### src/rtl/fss_pkg.sv
package fss_pkg;
  localparam int ST_W = 5;

  typedef enum logic [ST_W-1:0] {
    ST_START = 5'b00001,
    ST_LOWF  = 5'b00010,
    ST_RUN   = 5'b00100,
    ST_OVL   = 5'b01000,
    ST_THERM = 5'b10000
  } op_state_t;
endpackage

### src/rtl/fss_thermal_gate.sv
module fss_thermal_gate (
  input  logic clk,
  input  logic rst,
  input  logic ot_hot_i,
  input  logic ot_clear_i,
  output logic hot_eff_o
);
  logic hot_q;

  // Set wins over clear; the effective flag reacts in the same cycle.
  always_ff @(posedge clk) begin
    if (rst)              hot_q <= 1'b0;
    else if (ot_hot_i)    hot_q <= 1'b1;
    else if (ot_clear_i)  hot_q <= 1'b0;
  end

  assign hot_eff_o = ot_hot_i | (hot_q & ~ot_clear_i);

  // a hot flag leaves the latch set on the next cycle
  a_r9_hot_latches: assert property (@(posedge clk) disable iff (rst)
    ot_hot_i |=> hot_q);
endmodule

### src/rtl/fss_ov_streak.sv
module fss_ov_streak #(
  parameter int OVP_CYCLES = 3
) (
  input  logic clk,
  input  logic rst,
  input  logic enable_i,
  input  logic clear_i,
  input  logic strobe_i,
  input  logic ovp_i,
  output logic hit_o
);
  localparam int CW = (OVP_CYCLES > 1) ? $clog2(OVP_CYCLES + 1) : 1;
  localparam logic [CW-1:0] LAST = CW'(OVP_CYCLES - 1);

  logic [CW-1:0] cnt_q;

  assign hit_o = enable_i & strobe_i & ovp_i & (cnt_q == LAST);

  always_ff @(posedge clk) begin
    if (rst || clear_i || !enable_i) cnt_q <= '0;
    else if (strobe_i) begin
      if (!ovp_i)          cnt_q <= '0;
      else if (cnt_q != LAST) cnt_q <= cnt_q + 1'b1;
    end
  end

  // a strobe without over-voltage restarts the streak
  a_r7_streak_clear: assert property (@(posedge clk) disable iff (rst)
    (strobe_i && !ovp_i) |=> (cnt_q == '0));
  // the streak never runs past its limit
  a_r6_streak_bound: assert property (@(posedge clk) disable iff (rst)
    cnt_q <= LAST);
endmodule

### src/rtl/fss_fsm.sv
module fss_fsm
  import fss_pkg::*;
(
  input  logic      clk,
  input  logic      rst,
  input  logic      vcc_on_i,
  input  logic      vcc_off_i,
  input  logic      strobe_i,
  input  logic      pk_arm_i,
  input  logic      pk_trig_i,
  input  logic      hot_i,
  input  logic      ov_hit_i,
  output op_state_t state_q,
  output op_state_t state_d,
  output logic      changing_o
);
  always_comb begin
    state_d = state_q;
    if (vcc_off_i) state_d = ST_START;
    else begin
      unique case (state_q)
        ST_START: if (vcc_on_i && !hot_i) state_d = ST_LOWF;
        ST_LOWF: begin
          if (hot_i)                      state_d = ST_THERM;
          else if (strobe_i && pk_arm_i)  state_d = ST_RUN;
        end
        ST_RUN: begin
          if (hot_i)                      state_d = ST_THERM;
          else if (ov_hit_i)              state_d = ST_OVL;
          else if (strobe_i && !pk_trig_i) state_d = ST_LOWF;
        end
        ST_OVL:   state_d = ST_OVL;
        ST_THERM: if (!hot_i) state_d = ST_LOWF;
        default:  state_d = ST_START;
      endcase
    end
  end

  assign changing_o = (state_d != state_q);

  always_ff @(posedge clk) begin
    if (rst) state_q <= ST_START;
    else     state_q <= state_d;
  end

  // state stays one-hot
  a_r12_onehot: assert property (@(posedge clk) disable iff (rst)
    $onehot(state_q));
  // supply collapse always restarts
  a_r8_restart: assert property (@(posedge clk) disable iff (rst)
    vcc_off_i |=> (state_q == ST_START));
  // latch holds without supply collapse
  a_r11_latch_hold: assert property (@(posedge clk) disable iff (rst)
    (state_q == ST_OVL && !vcc_off_i) |=> (state_q == ST_OVL));
  // without a strobe, low-frequency does not advance to steady
  a_r4_needs_strobe: assert property (@(posedge clk) disable iff (rst)
    (state_q == ST_LOWF && !strobe_i) |=> (state_q != ST_RUN));
endmodule

### src/rtl/fss_top.sv
module fss_top
  import fss_pkg::*;
#(
  parameter int OVP_CYCLES = 3
) (
  input  logic            clk,
  input  logic            rst,
  input  logic            vcc_on_i,
  input  logic            vcc_off_i,
  input  logic            cyc_end_i,
  input  logic            pk_arm_i,
  input  logic            pk_trig_i,
  input  logic            pk_ovp_i,
  input  logic            ot_hot_i,
  input  logic            ot_clear_i,
  output logic [ST_W-1:0] state_o,
  output logic            sw_en_o,
  output logic            lowfreq_o,
  output logic            halt_o
);
  logic      hot_eff;
  logic      ov_hit;
  logic      changing;
  op_state_t st_q, st_d;
  logic      en_q, lf_q, halt_q;

  fss_thermal_gate u_therm (
    .clk(clk), .rst(rst), .ot_hot_i(ot_hot_i), .ot_clear_i(ot_clear_i),
    .hot_eff_o(hot_eff)
  );

  fss_ov_streak #(.OVP_CYCLES(OVP_CYCLES)) u_ovs (
    .clk(clk), .rst(rst), .enable_i(st_q == ST_RUN), .clear_i(changing),
    .strobe_i(cyc_end_i), .ovp_i(pk_ovp_i), .hit_o(ov_hit)
  );

  fss_fsm u_fsm (
    .clk(clk), .rst(rst), .vcc_on_i(vcc_on_i), .vcc_off_i(vcc_off_i),
    .strobe_i(cyc_end_i), .pk_arm_i(pk_arm_i), .pk_trig_i(pk_trig_i),
    .hot_i(hot_eff), .ov_hit_i(ov_hit), .state_q(st_q), .state_d(st_d),
    .changing_o(changing)
  );

  // Controls registered from the next state, aligned with state_o.
  always_ff @(posedge clk) begin
    if (rst) begin
      en_q   <= 1'b0;
      lf_q   <= 1'b0;
      halt_q <= 1'b0;
    end else begin
      en_q   <= (st_d == ST_LOWF) || (st_d == ST_RUN);
      lf_q   <= (st_d == ST_LOWF);
      halt_q <= (st_d == ST_OVL) || (st_d == ST_THERM);
    end
  end

  assign state_o   = st_q;
  assign sw_en_o   = en_q;
  assign lowfreq_o = lf_q;
  assign halt_o    = halt_q;

  // over-temperature while running stops switching next edge
  a_r9_hot_stops: assert property (@(posedge clk) disable iff (rst)
    (ot_hot_i && !vcc_off_i) |=> !sw_en_o);
  // halt and enable never coexist
  a_r6_halt_excl: assert property (@(posedge clk) disable iff (rst)
    !(halt_o && sw_en_o));
  // low-frequency command only while enabled
  a_r3_lf_enabled: assert property (@(posedge clk) disable iff (rst)
    lowfreq_o |-> sw_en_o);
endmodule

### config.mk
export PLATFORM = sky130hd
export DESIGN_NAME = fss_top
export DESIGN_NICKNAME = d
export VERILOG_FILES = /design/src/rtl/fss_pkg.sv /design/src/rtl/fss_thermal_gate.sv /design/src/rtl/fss_ov_streak.sv /design/src/rtl/fss_fsm.sv /design/src/rtl/fss_top.sv
export SDC_FILE = /design/constraint.sdc
export NUM_CORES = 1
export LEC_CHECK = 0
export CAP_MARGIN = 0
export CORE_MARGIN = 4
export CORE_UTILIZATION = 53
export DETAILED_ROUTE_END_ITERATION = 10
export PLACE_DENSITY = 0.83
export SYNTH_ARGS = -nofsm -noshare
export SYNTH_HDL_FRONTEND = slang
export SYNTH_HIERARCHICAL = 1
export SYNTH_SLANG_ARGS = --single-unit
### constraint.sdc
create_clock -name clk -period 3.65 [get_ports clk]
set_input_delay 0.73 -clock clk [delete_from_list [all_inputs] [get_ports clk]]
set_output_delay 0.73 -clock clk [all_outputs]
set_load 0.03 [all_outputs]
==> out/metrics.cfg <==
[die]
initial_utilization_pct=56.4
io_pins=18
num_rows=14
dieArea_um2=2330
die_y_um=48.3
core_um2=1520
die_w_um=48.3

[clock_network]
ctsResizeCount=0
cts_tree=yes
cts_hold_buf=0
numCtsBuffers=3
post-cts-setup-buffers=0
clk_latency_ps=270
clk_pin_slew_ps=70
clockBufferDepth=2
cts_root_buf=clkbuf_4
cts-htree-levels=1
cts_sinks=11

[outcome]
status=completed

[timing]
min_period_ps=2770
finalSetupViolCount=0
clock_skew_ps=5.00
slew_violations=0
final-hold-violation-count=0
period_share_pct=75.9
slew-limit-headroom_pct=58.7
max_freq_ghz=0.361
whs_ps=496
setup_slack_ps=879
finalSetupTns_ps=0
tightest_slew_ps=618
rsz0062_at_grt=false

[final_layout]
num-nets-final=131
syn_to_final_growth_pct=21.0
insertedDiodeCount=0
postLayoutCellArea_um2=1040
drive_above_1_share_pct=15.1

[worst_hold_path]
min_path_type=reg -> reg
hold_depth=2
hold_end=u_therm/hot_q
min-delay-start=u_therm/hot_q

[synthesis]
async_flop_share_pct=0
synth_nets=113
synth_top_area_cell=dfxtp_1
yosysWarnings=6
netlist_area_um2=860
yosys-top-cells-area=dfxtp_1 (26%), nor2b_1 (5.8%), buf_6 (3.9%), nor2_1 (3.5%), nand2_1 (3.1%)
syn_area_per_cell_um2=8.43
seq_area_frac_synth_pct=25.6
ys_types=48
synth_top_cell_area_share_pct=25.6
synthTopCellsByCount=dfxtp_1 (11), nor2_1 (8), nor2b_1 (8)
ys_seq_elements=11
syn-instance-count=102
synth_edf_count=0
synthFlopType=dfxtp_1
synth_most_common_cell=dfxtp_1

[critical_path]
path_class=in -> reg
arrival_ps=2980
timing.rr.start=u_fsm/state_q[1]
cp_max_fo=5
end_kind=flop
start_kind=input port
worstReg2RegEnd=u_ovs/cnt_q[1]
crit_required_ps=3860
r2r_cells=10
r2r_slack_ps=940

[detailed_routing]
vias=790
vias_per_cell=5.85
wl_per_cell_um=13.7
wl_mm=1.86
drt_first_iter_violations=16
drc=0
dr.pass1.iters=4
drtAntennaViolNets=0

[grt]
grt_pass1_wl_mm=3.05
grt_overflow_total=0
grt_antenna_before_repair=0
groute.usage.overall_pct=19.0
grt_pass1_vias=672
grt_max_degree=19

[job]
maxCapViolCount=0

[power_and_ir_drop]
p_total_mw=0.249
vdd_drop_max_mv=0.183
p_leak_nw=0.385
cellPowerDensity_nw_per_um2=240

[placed_design]
place_ws_ps=609
port_buffers=17
hpwl_mm=1.42
postPlaceCellArea_um2=1010
gp_congestion=0.800

[where the power goes]
group / internal [mW] / switching (mW) / total [mW]
clock network: 0.0423 / 0.0391 / 0.0814
registers: 0.122 / 0.00382 / 0.125
logic: 0.0228 / 0.0197 / 0.0426
[registers in the layout, summed over array words and instances (netlist names)]
signal	count
u_ovs/cnt_q	2
lowfreq_o	1
halt_o	1
u_therm/hot_q	1
sw_en_o	1
u_fsm/state_q	5
[placed cells by master (no fill, tap or decap), drive strengths merged, types with 4 or more instances in the layout]
cell type,instances
clkdlybuf4s50,17
dfxtp,11
nor2,9
nor2b,8
nand2,8
o21ai,6
a21oi,5
nor4,4
clkbuf,4
nor4b,4
[worst max-delay path: stages]
cell and delay, ps:
clkdlybuf4s50_1 390, nand2b_4 140, nand2_1 130, or4b_4 520, a211oi_2 250, a21oi_1 80, a21oi_2 120, nand4_1 160
nor4b_1 330, o2bb2ai_1 140
[metal layers]
| metal | global-route usage, % | part of all wire [%] |
|---|---|---|
| met1 | 25.3 | 46 |
| met2 | 29.2 | 47 |
| met3 | 5.54 | 5.6 |
| met4 | 6.45 | 1.5 |
| met5 | 0 | 0 |
[final cells by class]
type                    instances  area, µm²
multi-input cells              83        584
fillers                       130        484
flip-flops and latches         11        220
repair buffers                 18        178
clock buffers                   4       26.3
well taps                      16       20.0
inverters                       3       11.3
[cells by family after synthesis]
| logic type | share of synthesized area (%) |
|---|---|
| and+or+nand+nor | 41.1 |
| xor gates and xnor gates | 5.10 |
| DFF | 25.6 |
| AOI/OAI and AO/OA | 19.1 |
| buffers and inverters | 6.40 |
| muxes | 1.31 |
| adders and majority gates | 1.46 |
[worst max path at each step]
stage,startpoint,endpoint,depth (start not counted)
after floorplan,ot_clear_i,u_ovs/cnt_q[1],9
after global placement,ot_clear_i,u_ovs/cnt_q[1],10
after detailed placement,ot_clear_i,u_ovs/cnt_q[1],10
after CTS,ot_clear_i,u_ovs/cnt_q[1],10
after global routing,u_fsm/state_q[1],u_ovs/cnt_q[1],10
final,ot_clear_i,u_ovs/cnt_q[1],10
[per-stage QoR]
step | std cells | utilization, %
after global placement | 131 | 66.5
after floorplan | 102 | -
final | 135 | 68.2
after detailed placement | 131 | 66.5
after global routing | 135 | 68.2
after CTS | 135 | 68.2
No activity file was read; power rests on OpenSTA's default activity.
